File: config.mk
export PLATFORM = sky130hd
export DESIGN_NAME = tick_rate_sel
export DESIGN_NICKNAME = d
export VERILOG_FILES = /design/src/rtl/tick_sel_pkg.sv /design/src/rtl/tick_cfg_reg.sv /design/src/rtl/tick_div_stage.sv /design/src/rtl/tick_rate_sel.sv
export SDC_FILE = /design/constraint.sdc
export NUM_CORES = 1
export LEC_CHECK = 0
export CAP_MARGIN = 10
export CORE_UTILIZATION = 41
export DETAILED_ROUTE_END_ITERATION = 16
export PLACE_DENSITY = 0.91
export SLEW_MARGIN = 20
export SYNTH_ARGS = -nofsm -noshare
export SYNTH_HDL_FRONTEND = slang
export SYNTH_HIERARCHICAL = 1
export SYNTH_SLANG_ARGS = --single-unit
export TNS_END_PERCENT = 30
File: constraint.sdc
create_clock -name clk -period 4.85 [get_ports clk]
set_input_delay 0.97 -clock clk [delete_from_list [all_inputs] [get_ports clk]]
set_output_delay 0.97 -clock clk [all_outputs]
set_load 0.01 [all_outputs]
File: src/rtl/tick_sel_pkg.sv
package tick_sel_pkg;
    localparam int CFG_W    = 32;
    localparam int SEL_W    = 2;
    localparam int SEL_LSB  = 16;
    localparam int PRE_W    = 5;
    localparam int PRE_LSB  = 8;
    localparam int POST_W   = 2;
    localparam int POST_LSB = 4;
    localparam int NUM_SRC  = 1 << SEL_W;
    localparam int PRESCALED_SRC = NUM_SRC - 1;

    localparam logic [CFG_W-1:0] SEL_MASK   = CFG_W'(((1 << SEL_W) - 1) << SEL_LSB);
    localparam logic [CFG_W-1:0] PRE_MASK   = CFG_W'(((1 << PRE_W) - 1) << PRE_LSB);
    localparam logic [CFG_W-1:0] POST_MASK  = CFG_W'(((1 << POST_W) - 1) << POST_LSB);
    localparam logic [CFG_W-1:0] FIELD_MASK = SEL_MASK | PRE_MASK | POST_MASK;

    typedef enum logic {
        PATH_DIRECT    = 1'b0,
        PATH_PRESCALED = 1'b1
    } path_e;
endpackage

File: src/rtl/tick_cfg_reg.sv
module tick_cfg_reg
    import tick_sel_pkg::*;
(
    input  logic             clk,
    input  logic             rst_n,
    input  logic             wr_en,
    input  logic [CFG_W-1:0] wr_data,
    input  logic [CFG_W-1:0] wr_mask,
    output logic [CFG_W-1:0] cfg_q,
    output logic [CFG_W-1:0] cfg_nxt,
    output logic             field_chg
);
    always_comb begin
        cfg_nxt = cfg_q;
        if (wr_en) begin
            cfg_nxt = (cfg_q & ~wr_mask) | (wr_data & wr_mask);
        end
    end

    // Only the three decoded fields count as a reconfiguration.
    assign field_chg = |((cfg_nxt ^ cfg_q) & FIELD_MASK);

    always_ff @(posedge clk or negedge rst_n) begin
        if (!rst_n) begin
            cfg_q <= '0;
        end else begin
            cfg_q <= cfg_nxt;
        end
    end
endmodule

File: src/rtl/tick_div_stage.sv
module tick_div_stage #(
    parameter int CODE_W = 2
) (
    input  logic              clk,
    input  logic              rst_n,
    input  logic              clr,
    input  logic              in_tick,
    input  logic [CODE_W-1:0] code,
    output logic              out_tick
);
    logic [CODE_W-1:0] cnt_q;
    logic              wrap;

    assign wrap     = (cnt_q == code);
    assign out_tick = in_tick && wrap && !clr;

    always_ff @(posedge clk or negedge rst_n) begin
        if (!rst_n) begin
            cnt_q <= '0;
        end else if (clr) begin
            cnt_q <= '0;
        end else if (in_tick) begin
            cnt_q <= wrap ? '0 : cnt_q + 1'b1;
        end
    end
endmodule

File: src/rtl/tick_rate_sel.sv
module tick_rate_sel
    import tick_sel_pkg::*;
(
    input  logic               clk,
    input  logic               rst_n,
    input  logic [NUM_SRC-1:0] src_tick,
    input  logic               wr_en,
    input  logic [CFG_W-1:0]   wr_data,
    input  logic [CFG_W-1:0]   wr_mask,
    output logic [CFG_W-1:0]   rd_data,
    output logic               tick_out
);
    logic [CFG_W-1:0]  cfg_q;
    logic [CFG_W-1:0]  cfg_nxt;
    logic              field_chg;
    logic [SEL_W-1:0]  sel;
    logic [SEL_W-1:0]  sel_nxt;
    logic [PRE_W-1:0]  pre_code;
    logic [POST_W-1:0] post_code;
    logic              picked;
    logic              pre_in;
    logic              pre_out;
    logic              post_in;
    logic              post_out;
    logic              tick_q;
    path_e             path_q;
    path_e             path_d;

    tick_cfg_reg u_cfg (
        .clk       (clk),
        .rst_n     (rst_n),
        .wr_en     (wr_en),
        .wr_data   (wr_data),
        .wr_mask   (wr_mask),
        .cfg_q     (cfg_q),
        .cfg_nxt   (cfg_nxt),
        .field_chg (field_chg)
    );

    assign sel       = cfg_q[SEL_LSB +: SEL_W];
    assign sel_nxt   = cfg_nxt[SEL_LSB +: SEL_W];
    assign pre_code  = cfg_q[PRE_LSB +: PRE_W];
    assign post_code = cfg_q[POST_LSB +: POST_W];

    // Path state register
    always_ff @(posedge clk or negedge rst_n) begin
        if (!rst_n) begin
            path_q <= PATH_DIRECT;
        end else begin
            path_q <= path_d;
        end
    end

    // Path transitions, taken only on a committed field change
    always_comb begin
        path_d = path_q;
        unique case (path_q)
            PATH_DIRECT: begin
                if (field_chg && (sel_nxt == SEL_W'(PRESCALED_SRC))) begin
                    path_d = PATH_PRESCALED;
                end
            end
            PATH_PRESCALED: begin
                if (field_chg && (sel_nxt != SEL_W'(PRESCALED_SRC))) begin
                    path_d = PATH_DIRECT;
                end
            end
            default: path_d = PATH_DIRECT;
        endcase
    end

    // Path-dependent routing of the picked tick
    assign picked = src_tick[sel];

    always_comb begin
        pre_in  = 1'b0;
        post_in = 1'b0;
        unique case (path_q)
            PATH_DIRECT: begin
                post_in = picked;
            end
            PATH_PRESCALED: begin
                pre_in  = picked;
                post_in = pre_out;
            end
            default: post_in = 1'b0;
        endcase
    end

    tick_div_stage #(.CODE_W(PRE_W)) u_pre (
        .clk      (clk),
        .rst_n    (rst_n),
        .clr      (field_chg),
        .in_tick  (pre_in),
        .code     (pre_code),
        .out_tick (pre_out)
    );

    tick_div_stage #(.CODE_W(POST_W)) u_post (
        .clk      (clk),
        .rst_n    (rst_n),
        .clr      (field_chg),
        .in_tick  (post_in),
        .code     (post_code),
        .out_tick (post_out)
    );

    always_ff @(posedge clk or negedge rst_n) begin
        if (!rst_n) begin
            tick_q <= 1'b0;
        end else begin
            tick_q <= post_out;
        end
    end

    assign tick_out = tick_q;
    assign rd_data  = cfg_q;
endmodule

### Word level (Yosys, flattened, before mapping)

Cells that the tools add are included.

| storage, ports and cells | value |
|---|---|
| register bits | 41 |
| output and inout bits | 33 |
| bits in writable memories | 0 |
| logic and storage cells | 42 |
| memories | 0 |
| memory bits (read-only) | 0 |
| bits in latches | 0 |

| cells by class | value |
|---|---|
| $add $sub $neg | 2 |
| multiply operators | 0 |
| reduce and logical (&&, ||, !) cells | 10 |
| bitwise logic cells | 6 |
| equality and inequality tests | 4 |
| divide/modulo/power cells | 0 |
| multiplexer cells | 14 |
| order comparisons | 1 |
| shift-type cells | 0 |

Operators by type and width:

| kind | count |
|---|---|
| bitwise AND 32 bit | 2 |
| two-way mux 32 bit | 1 |
| NOT 32 bit | 1 |
| bitwise OR 32 bit | 1 |
| XOR 18 bit | 1 |
| two-way mux 5 bit | 3 |
| OR reduction 9 bit | 1 |
| logical AND 1 bit | 6 |
| two-way mux 2 bit | 3 |
| adder 5 x 1 -> 5 bit (second input constant) | 1 |
| == test 5 bit | 1 |
| two-way mux 1 bit | 4 |
| case mux 1 bit (2 select lines) | 2 |
| nonzero test 2 bit | 2 |
| < comparator 2 x 3 -> 1 bit (second input constant) | 1 |
| adder 2 x 1 -> 2 bit (second input constant) | 1 |
| binary-select mux 1 bit (select 2 bit) | 1 |
| == test 2 bit | 1 |
| == test 2 bit (second input constant) | 1 |
| != test 2 bit (second input constant) | 1 |
| logical NOT 1 bit | 1 |
| NOT 1 bit | 1 |

### Longest topological paths before layout

Gate-level depths: netlist of run 1.

| logic depth | value |
|---|---|
| word-level depth | 11 |
| gate-level depth with buffers | 9 |

### Cells and area by module

The synthesis of run 1 kept the hierarchy.

Modules (own cells, without submodules):

| module | seq. area each (sq um) | area each (sq um) | cells an instance | times used |
|---|---|---|---|---|
| tick_cfg_reg | 800.8 | 1487.7 | 115 | 1 |
| tick_div_stage (u_pre) | 125.1 | 367.9 | 34 | 1 |
| tick_div_stage (u_post) | 50.0 | 131.4 | 14 | 1 |
| tick_rate_sel | 50.0 | 108.9 | 8 | 1 |

### Least setup slack after synthesis of run 1

No wires, ideal clock.

| timing | value |
|---|---|
| path kind | input-to-reg |
| start point | in wr_data[11] |
| end point | reg u_post.cnt_q[0] |
| arrival | 2474 ps |
| stages | 8 |
| slack | 2217 ps |
| setup time | 160 ps |
| buffers on the path | 0 |
| cells stage by stage | xor2_1 > a22oi_1 > a41oi_1 > nor3_1 > mux2_4 > nor2b_1 > o21ai_0 > a21oi_1 |

| between the ends | value |
|---|---|
| cells in the longest elaborated chain, start to end | 9 |
| elaborated cells on any way between the ends | 10 |
| classes of those cells | 3 x mux; 3 x bitwise; 4 x reduce/logical |

RTL lines:

| what | line | RTL |
|---|---|---|
| start: declaration | tick_rate_sel.sv:8 | `input logic [CFG_W-1:0] wr_data,` |
| bitwise AND 32 bit | tick_cfg_reg.sv:16 | `cfg_nxt = (cfg_q & ~wr_mask) \| (wr_data & wr_mask);` |
| bitwise OR 32 bit | tick_cfg_reg.sv:16 |  |
| two-way mux 32 bit | tick_cfg_reg.sv:15 | `if (wr_en) begin` |
| XOR 18 bit | tick_cfg_reg.sv:21 | `assign field_chg = \|((cfg_nxt ^ cfg_q) & FIELD_MASK);` |
| OR reduction 9 bit | tick_cfg_reg.sv:21 |  |
| via field_chg | tick_rate_sel.sv:15 | `logic field_chg;` |
| logical NOT 1 bit | tick_div_stage.sv:15 | `assign out_tick = in_tick && wrap && !clr;` |
| logical AND 1 bit | tick_div_stage.sv:15 |  |
| via pre_out | tick_rate_sel.sv:22 | `logic pre_out;` |
| case mux 1 bit (2 select lines) | tick_rate_sel.sv:78 | `unique case (path_q)` |
| via post_in | tick_rate_sel.sv:23 | `logic post_in;` |
| nonzero test 2 bit (no source line) | n/a |  |
| end signal: assignment | tick_div_stage.sv:23 | `cnt_q <= wrap ? '0 : cnt_q + 1'b1;` |
| end: declaration | tick_div_stage.sv:11 | `logic [CODE_W-1:0] cnt_q;` |

The timed path passes the listed nets, and every way through them passes these cells.
A chain may end at the register's enable or synchronous reset.

### Worst setup path in the final report of run 1

Same ends and word-level chain as after synthesis.

==> results by group, run 1 <==
Outcome
  • Run status: completed

Clocking
  • Total clock buffers created by CTS: 5
  • Number of buffers inserted to repair setup after CTS: 0
  • Sinks on the clock net: 41
  • TritonCTS clock tree: built
  • CTS clock-pin slew for the worst setup and hold paths: 0.07 ns
  • Hold Buf Count CTS: 0
  • Clock tree buffer depth: 2
  • Number of levels the H-tree was split into: 2
  • Buffer type at the clock tree root: clkbuf_8
  • Clock latency at the later pin of the worst-skew pair: 0.28 ns
  • Post-cts repair resize count: 0

Final layout
  • Flip-flop and latch area: 0.00103 mm2
  • Top library cells by usage in the layout, fill and taps aside: clkdlybuf4s50_1, dfrtp_1, nand2_1
  • Number of filler instances in the final layout: 396
  • Area added between synthesis and finish: 54.2%
  • Total number of nets in the final design: 349
  • Area of the multi-input gates: 983 um2
  • Most frequent standard cell in the layout excluding fill and tap cells: clkdlybuf4s50_1
  • Fraction of layout cells with a size suffix above 1: 0.170
  • Antenna diode count: 0

Power and ir drop
  • Gate power share: 0.319
  • Net switching component of the power: 261 uW
  • Sequential group share of total power: 0.451
  • Worst voltage drop across the vdd grid: 0.172 mV
  • Power Dens Cells: 296 mW/mm2
  • Clock Power Share: 0.229
  • Internal Pwr Total: 695 uW
  • Switching part of the total power: 0.273
  • Pleak: 1.38 nW

Logic synthesis
  • Number of standard cells after synthesis: 171
  • Number of warning messages in the yosys log: 6
  • Total nets after synthesis: 243
  • EDFF count, synth: 0
  • Netlist cell types: 37
  • Post-Syn Area: 0.00210 mm2
  • Sequential element share of the synthesized area: 0.490
  • Number of synthesized register bits: 41
  • Commonest register cell after synthesis: dfrtp_1
  • Post-synth ARST share: 1.00
  • Post-Syn Area per Cell: 12.3 um2

Hold path
  • Hold crit path type: reg -> reg

Timing
  • Count of endpoints failing hold in the final timing report: 0
  • Share of the cycle needed by the critical path after routing: 0.655
  • Worst slew margin relative to its limit: 0.358
  • Actual transition at the worst max-transition pin: 0.951 ns
  • Setup repair after global routing missed its margin: no
  • Setup violation total in the final timing report: 0
  • Clock Skews: 0.00361 ns
  • Final Critical Period: 3.18 ns
  • Final slew viol count: 0
  • Aggregate negative setup slack: 0 ns
  • Worst hold slack: 0.503 ns
  • Achievable Freq: 315 MHz

Route
  • Residual DRC count: 0
  • Detailed-route vias per instance: 5.00
  • Total Routed Length: 4970 um
  • Drt first pass iters: 4
  • Wire length per cell after detailed routing: 14.4 um
  • Violation count after the first detailed-route iteration: 101
  • Antenna Violating Nets Remaining: 0
  • Via Count: 1719

Critical path
  • Data arrival time of the critical path: 3.30 ns
  • Type of element capturing the critical path: flip-flop
  • Critical path's largest stage delay: 0.81 ns
  • Combined buffer and inverter count along the critical path: 1
  • Required time at the worst-slack endpoint: 4.97 ns
  • Dominant delay contributor by cell family on the critical path: compound AO/OA/AOI/OAI gates
  • Master of the slowest instance on the critical path: a41oi_1
  • Worst path cell trace: clkdlybuf4s50_1 > xor2_1 > a22oi_1 > a41oi_1 > nor3_1 > mux2_4 > nor2b_1 > o21ai_0 > a21oi_1
  • Crit Path Category: in -> reg
  • CP max FO: 12
  • Startpoint kind of the worst setup timing path: input pin

Placement
  • Number of I/O port buffers: 103
  • GPL Wtd Cong: 0.852
  • Placed wire-length estimate after detailed placement: 3960 um

Die
  • Initial Utilization: 0.435
  • Placement row count: 25
  • Chip width: 73.5 um
  • Die Outline Area: 0.00540 mm2
  • Top Ports: 104
  • Height of the die: 73.5 um
  • Placeable core area: 0.00482 mm2

Job
  • Reported max-cap violation count: 0

GRT
  • Total routing usage reported by global routing: 0.194
  • Global-route wire length before repair: 7940 um
  • Vias in the first global route: 1792
  • Number of antenna violations at the first check in global routing: 0
  • Maximum number of pins on one net before global-route repair: 42
  • Final global-route overflow total: 0
==> sequential cells by signal, summed over array words and instances (netlist names), named ones only <==
register / count
u_pre/cnt_q: 5
tick_out: 1
u_cfg/cfg_q: 32
u_post/cnt_q: 2
==> Yosys cell counts (2+ instances only) <==
cell / n / share of area
nor2_1: 2 / 0.0036
mux2i_1: 2 / 0.0096
nand4_1: 2 / 0.0060
nand2b_1: 2 / 0.0060
mux2_4: 8 / 0.057
nand2_1: 33 / 0.059
xor2_1: 16 / 0.067
inv_1: 4 / 0.0072
a22oi_1: 3 / 0.011
buf_6: 2 / 0.011
mux2_2: 25 / 0.13
dfrtp_1: 41 / 0.49
a32o_1: 2 / 0.0096
buf_8: 3 / 0.021
a311oi_1: 2 / 0.0084
o21ai_0: 2 / 0.0048
nand3_1: 2 / 0.0048
==> stage by stage <==
step                setup WS, ns  instances   util  total power, mW  cell area (um2)
floorplan                   2.22        171      -            0.572             2100
global placement            1.53        337  0.653            0.735             3150
detailed placement          1.40        337  0.653            0.745             3150
CTS                         1.68        344  0.671            0.968             3230
global route                1.51        344  0.671             1.01             3230
finish                      1.67        344  0.671            0.956             3230
==> power groups by stage <==
stage                     clock network [mW]  registers, mW  logic, mW
after floorplan                            0          0.450      0.122
after global routing                   0.242          0.439      0.328
after global placement                     0          0.436      0.299
after CTS                              0.227          0.432      0.309
final                                  0.219          0.432      0.305
after detailed placement                   0          0.439      0.307
==> layout make-up <==
cell class,instances,area share
clock buffer,7,0.0267
inverter,5,0.00581
multi-input combinational,120,0.304
sequential,41,0.317
tap,67,0.0259
timing repair buffer,104,0.320
==> logic make-up (layout without fill, tap and decap cells) <==
| kind of cell | count (synthesis) | count (layout) | share of synthesized area |
|---|---|---|---|
| AND/OR/NAND/NOR | 47 | 47 | 0.106 |
| flip-flops | 41 | 41 | 0.490 |
| multiplexers | 36 | 36 | 0.212 |
| AO/OA/AOI/OAI | 18 | 18 | 0.0669 |
| XOR/XNOR | 18 | 18 | 0.0788 |
| buffers and inverters | 10 | 116 | 0.0412 |
| adder cells (fa/ha/maj) | 1 | 1 | 0.00597 |
==> worst paths after layout <==
check                                     startpoint                     endpoint  slack (ns)  cells after the start
min in group asynchronous                      rst_n    u_cfg/cfg_q[10]$_DFF_PN0_        0.82                      1
hold / removal             u_cfg/cfg_q[25]$_DFF_PN0_    u_cfg/cfg_q[25]$_DFF_PN0_        0.50                      1
hold reg to reg            u_cfg/cfg_q[25]$_DFF_PN0_    u_cfg/cfg_q[25]$_DFF_PN0_        0.50                      1
setup / recovery                         wr_data[11]  u_post/cnt_q[0]$_DFFE_PN0P_        1.67                      9
setup reg to reg           u_cfg/cfg_q[12]$_DFF_PN0_  u_post/cnt_q[0]$_DFFE_PN0P_        2.38                      8
max in group asynchronous                      rst_n    u_cfg/cfg_q[26]$_DFF_PN0_        3.45                      1
==> routing by layer <==
| metal | share of wire | vias up | wire [um] | GRT usage |
|---|---|---|---|---|
| li1 | - | 812 | - | - |
| met4 | 0.023 | 0 | 114 | 0.0748 |
| met3 | 0.060 | 11 | 300 | 0.0480 |
| met1 | 0.39 | 829 | 1960 | 0.236 |
| met5 | 0 | - | 0 | 0 |
| met2 | 0.52 | 67 | 2600 | 0.329 |
No activity file was read; power rests on OpenSTA's default activity.
==> inputs of run 2 (changes only) <==
--- a/config.mk
+++ b/config.mk
@@ -6,9 +6,9 @@
 export NUM_CORES = 1
 export LEC_CHECK = 0
 export CAP_MARGIN = 10
-export CORE_UTILIZATION = 41
+export CORE_UTILIZATION = 36
 export DETAILED_ROUTE_END_ITERATION = 16
-export PLACE_DENSITY = 0.91
+export PLACE_DENSITY = 0.86
 export SLEW_MARGIN = 20
 export SYNTH_ARGS = -nofsm -noshare
 export SYNTH_HDL_FRONTEND = slang
==> constraint.sdc (replaced) <==
create_clock -name clk -period 2.6 [get_ports clk]
set_input_delay 0.52 -clock clk [delete_from_list [all_inputs] [get_ports clk]]
set_output_delay 0.52 -clock clk [all_outputs]
set_load 0.01 [all_outputs]
==> run 2 against run 1 <==
Compared with the run above: critical path type unchanged; cell area increased by 1.9%; sequential share of layout area down 0.59 points; sequential power is 86% higher; highest routed layer unchanged; core utilization is 8.0 points lower; largest cell class unchanged; non-clock buffer count increased by 4.
==> results by group, run 2 (synthesized netlist as in run 1, its figures left out) <==
Die
  • Top Ports: 104 (unchanged)
  • Die Outline Area: 0.00613 mm2 (was 0.00540 mm2)
  • Height of the die: 78.3 um (was 73.5 um)
  • Placement row count: 27 (was 25)
  • Initial Utilization: 0.376 (was 0.435)
  • Placeable core area: 0.00557 mm2 (was 0.00482 mm2)
  • Chip width: 78.3 um (was 73.5 um)

Critical path
  • Start of the worst register-to-register path: u_cfg/cfg_q[16]$_DFF_PN0_ (was u_cfg/cfg_q[12]$_DFF_PN0_)
  • Critical path's largest stage delay: 0.50 ns (was 0.81 ns)
  • Required time at the worst-slack endpoint: 2.78 ns (was 4.97 ns)
  • Type of element capturing the critical path: flip-flop (unchanged)
  • Launch point of the worst path: src_tick[0] (was wr_data[11])
  • Crit Path Category: in -> reg (unchanged)
  • Master of the slowest instance on the critical path: mux4_2 (was a41oi_1)
  • Data arrival time of the critical path: 2.39 ns (was 3.30 ns)
  • Startpoint kind of the worst setup timing path: input pin (unchanged)
  • Worst path cell trace: clkdlybuf4s50_1 > mux4_2 > and2_2 > inv_1 > nor3_1 > mux2_4 > nor2b_1 > o21ai_0 > a21oi_1 (was clkdlybuf4s50_1 > xor2_1 > a22oi_1 > a41oi_1 > nor3_1 > mux2_4 > nor2b_1 > o21ai_0 > a21oi_1)
  • CP max FO: 6 (was 12)

Timing
  • Count of endpoints failing hold in the final timing report: 0 (unchanged)
  • Actual transition at the worst max-transition pin: 0.438 ns (was 0.951 ns)
  • Aggregate negative setup slack: 0 ns (unchanged)
  • Final Critical Period: 2.21 ns
  • Worst Setup Slack, final: 0.389 ns (was 1.67 ns)
  • Share of the cycle needed by the critical path after routing: 0.850
  • Clock Skews: 0.0107 ns (was 0.00361 ns)
  • Worst hold slack: 0.158 ns (was 0.503 ns)
  • Setup violation total in the final timing report: 0 (unchanged)
  • Setup repair after global routing missed its margin: no (unchanged)
  • Worst slew margin relative to its limit: 0.708 (was 0.358)
  • Final slew viol count: 0 (unchanged)
  • Achievable Freq: 452 MHz

Route
  • Detailed-route vias per instance: 4.87 (was 5.00)
  • Violation count after the first detailed-route iteration: 94 (was 101)
  • Wire length per cell after detailed routing: 14.2 um (was 14.4 um)
  • Via Count: 1725 (was 1719)
  • Drt first pass iters: 4 (unchanged)
  • Residual DRC count: 0 (unchanged)
  • Antenna Violating Nets Remaining: 0 (unchanged)
  • Total Routed Length: 5020 um (was 4970 um)

Final layout
  • Number of filler instances in the final layout: 494 (was 396)
  • Largest register by flop count: u_cfg/cfg_q (unchanged)
  • Top library cells by usage in the layout, fill and taps aside: clkdlybuf4s50_1, dfrtp_1, nand2_1 (unchanged)
  • Final non-filler cell total: 354 (was 344)
  • Total number of nets in the final design: 353 (was 349)
  • Fraction of layout cells with a size suffix above 1: 0.184 (was 0.170)
  • Area added between synthesis and finish: 57.1% (was 54.2%)
  • Antenna diode count: 0 (unchanged)
  • Largest register FFs: 32 (unchanged)
  • Most frequent standard cell in the layout excluding fill and tap cells: clkdlybuf4s50_1 (unchanged)
  • Largest registers in the final layout: u_cfg/cfg_q (32), u_pre/cnt_q (5), u_post/cnt_q (2) (unchanged)

Clocking
  • Buffer type at the clock tree root: clkbuf_8 (unchanged)
  • Number of buffers inserted to repair setup after CTS: 0 (unchanged)
  • Sinks on the clock net: 41 (unchanged)
  • Total clock buffers created by CTS: 5 (unchanged)
  • TritonCTS clock tree: built (unchanged)
  • Post-cts repair resize count: 0 (unchanged)
  • Hold Buf Count CTS: 0 (unchanged)
  • Clock tree buffer depth: 2 (unchanged)
  • Number of levels the H-tree was split into: 2 (unchanged)
  • CTS clock-pin slew for the worst setup and hold paths: 0.08 ns (was 0.07 ns)
  • Clock latency at the later pin of the worst-skew pair: 0.29 ns (was 0.28 ns)

GRT
  • Number of antenna violations at the first check in global routing: 0 (unchanged)
  • Global-route wire length before repair: 8260 um (was 7940 um)
  • Total routing usage reported by global routing: 0.175 (was 0.194)
  • Vias in the first global route: 1823 (was 1792)
  • Final global-route overflow total: 0 (unchanged)
  • Maximum number of pins on one net before global-route repair: 33 (was 42)

Power and ir drop
  • Gate power share: 0.307 (was 0.319)
  • Clock Power Share: 0.269 (was 0.229)
  • Power Dens Cells: 575 mW/mm2 (was 296 mW/mm2)
  • Final total power: 1.89 mW (was 956 uW)
  • Pleak: 1.41 nW (was 1.38 nW)
  • Worst voltage drop across the vdd grid: 0.334 mV (was 0.172 mV)
  • Sequential group share of total power: 0.424 (was 0.451)
  • Internal Pwr Total: 1.38 mW (was 695 uW)
  • Switching part of the total power: 0.270 (was 0.273)
  • Net switching component of the power: 511 uW (was 261 uW)

Outcome
  • Run status: completed (unchanged)

Placement
  • Post-Place Cells: 346 (was 337)
  • Number of I/O port buffers: 103 (unchanged)
  • GPL Wtd Cong: 0.875 (was 0.852)
  • Placed wire-length estimate after detailed placement: 3950 um (was 3960 um)
  • Pre-CTS WS: 0.0661 ns (was 1.40 ns)

Job
  • Reported max-cap violation count: 0 (unchanged)

Hold path
  • Hold crit path type: in -> async (was reg -> reg)
[run 2: layout make-up]
type	count	area, um2	area share
clock inverter	2	38.8	0.0118
multi-input combinational	120	983	0.299
timing repair buffer	108	1060	0.323
clock buffer	6	72.6	0.0220
tap	72	90.1	0.0274
sequential	41	1030	0.312
inverter	5	18.8	0.00570
[run 2: per-layer routing]
metal  up-vias  wire length (um)  track usage
met3        10               276       0.0477
met2        58              2690        0.318
met5         -                 0            0
met4         0                82       0.0667
li1        818                 -            -
met1       839              1980        0.194
[run 2: worst paths after layout]
kind / end / slack (ns) / depth (start not counted)
max: u_post/cnt_q[0]$_DFFE_PN0P_ / 0.39 / 9
min: u_cfg/cfg_q[16]$_DFF_PN0_ / 0.16 / 1
max reg2reg: u_post/cnt_q[0]$_DFFE_PN0P_ / 0.57 / 8
min reg2reg: u_cfg/cfg_q[2]$_DFF_PN0_ / 0.51 / 1
max in group asynchronous: u_cfg/cfg_q[1]$_DFF_PN0_ / 1.79 / 2
min in group clk: u_cfg/cfg_q[2]$_DFF_PN0_ / 0.51 / 1
[run 2: power by group through the flow]
stage / combinational (mW) / sequential (mW) / clock [mW]
detailed placement: 0.586 / 0.815 / 0
floorplan: 0.228 / 0.840 / 0
global placement: 0.571 / 0.810 / 0
finish: 0.581 / 0.802 / 0.510
CTS: 0.587 / 0.804 / 0.529
global route: 0.628 / 0.817 / 0.550
[run 2: worst max-delay path: cells and delay by family]
family                 cells  cell delay, ns
multiplexers               2            0.79
AND/OR/NAND/NOR            3            0.43
AO/OA/AOI/OAI              2            0.15
buffers and inverters      2            0.49
[run 2: stage by stage]
step                 util  instance area [um2]
floorplan               -                 2100
global placement    0.571                 3180
detailed placement  0.571                 3180
CTS                 0.591                 3290
global route        0.591                 3290
finish              0.591                 3290
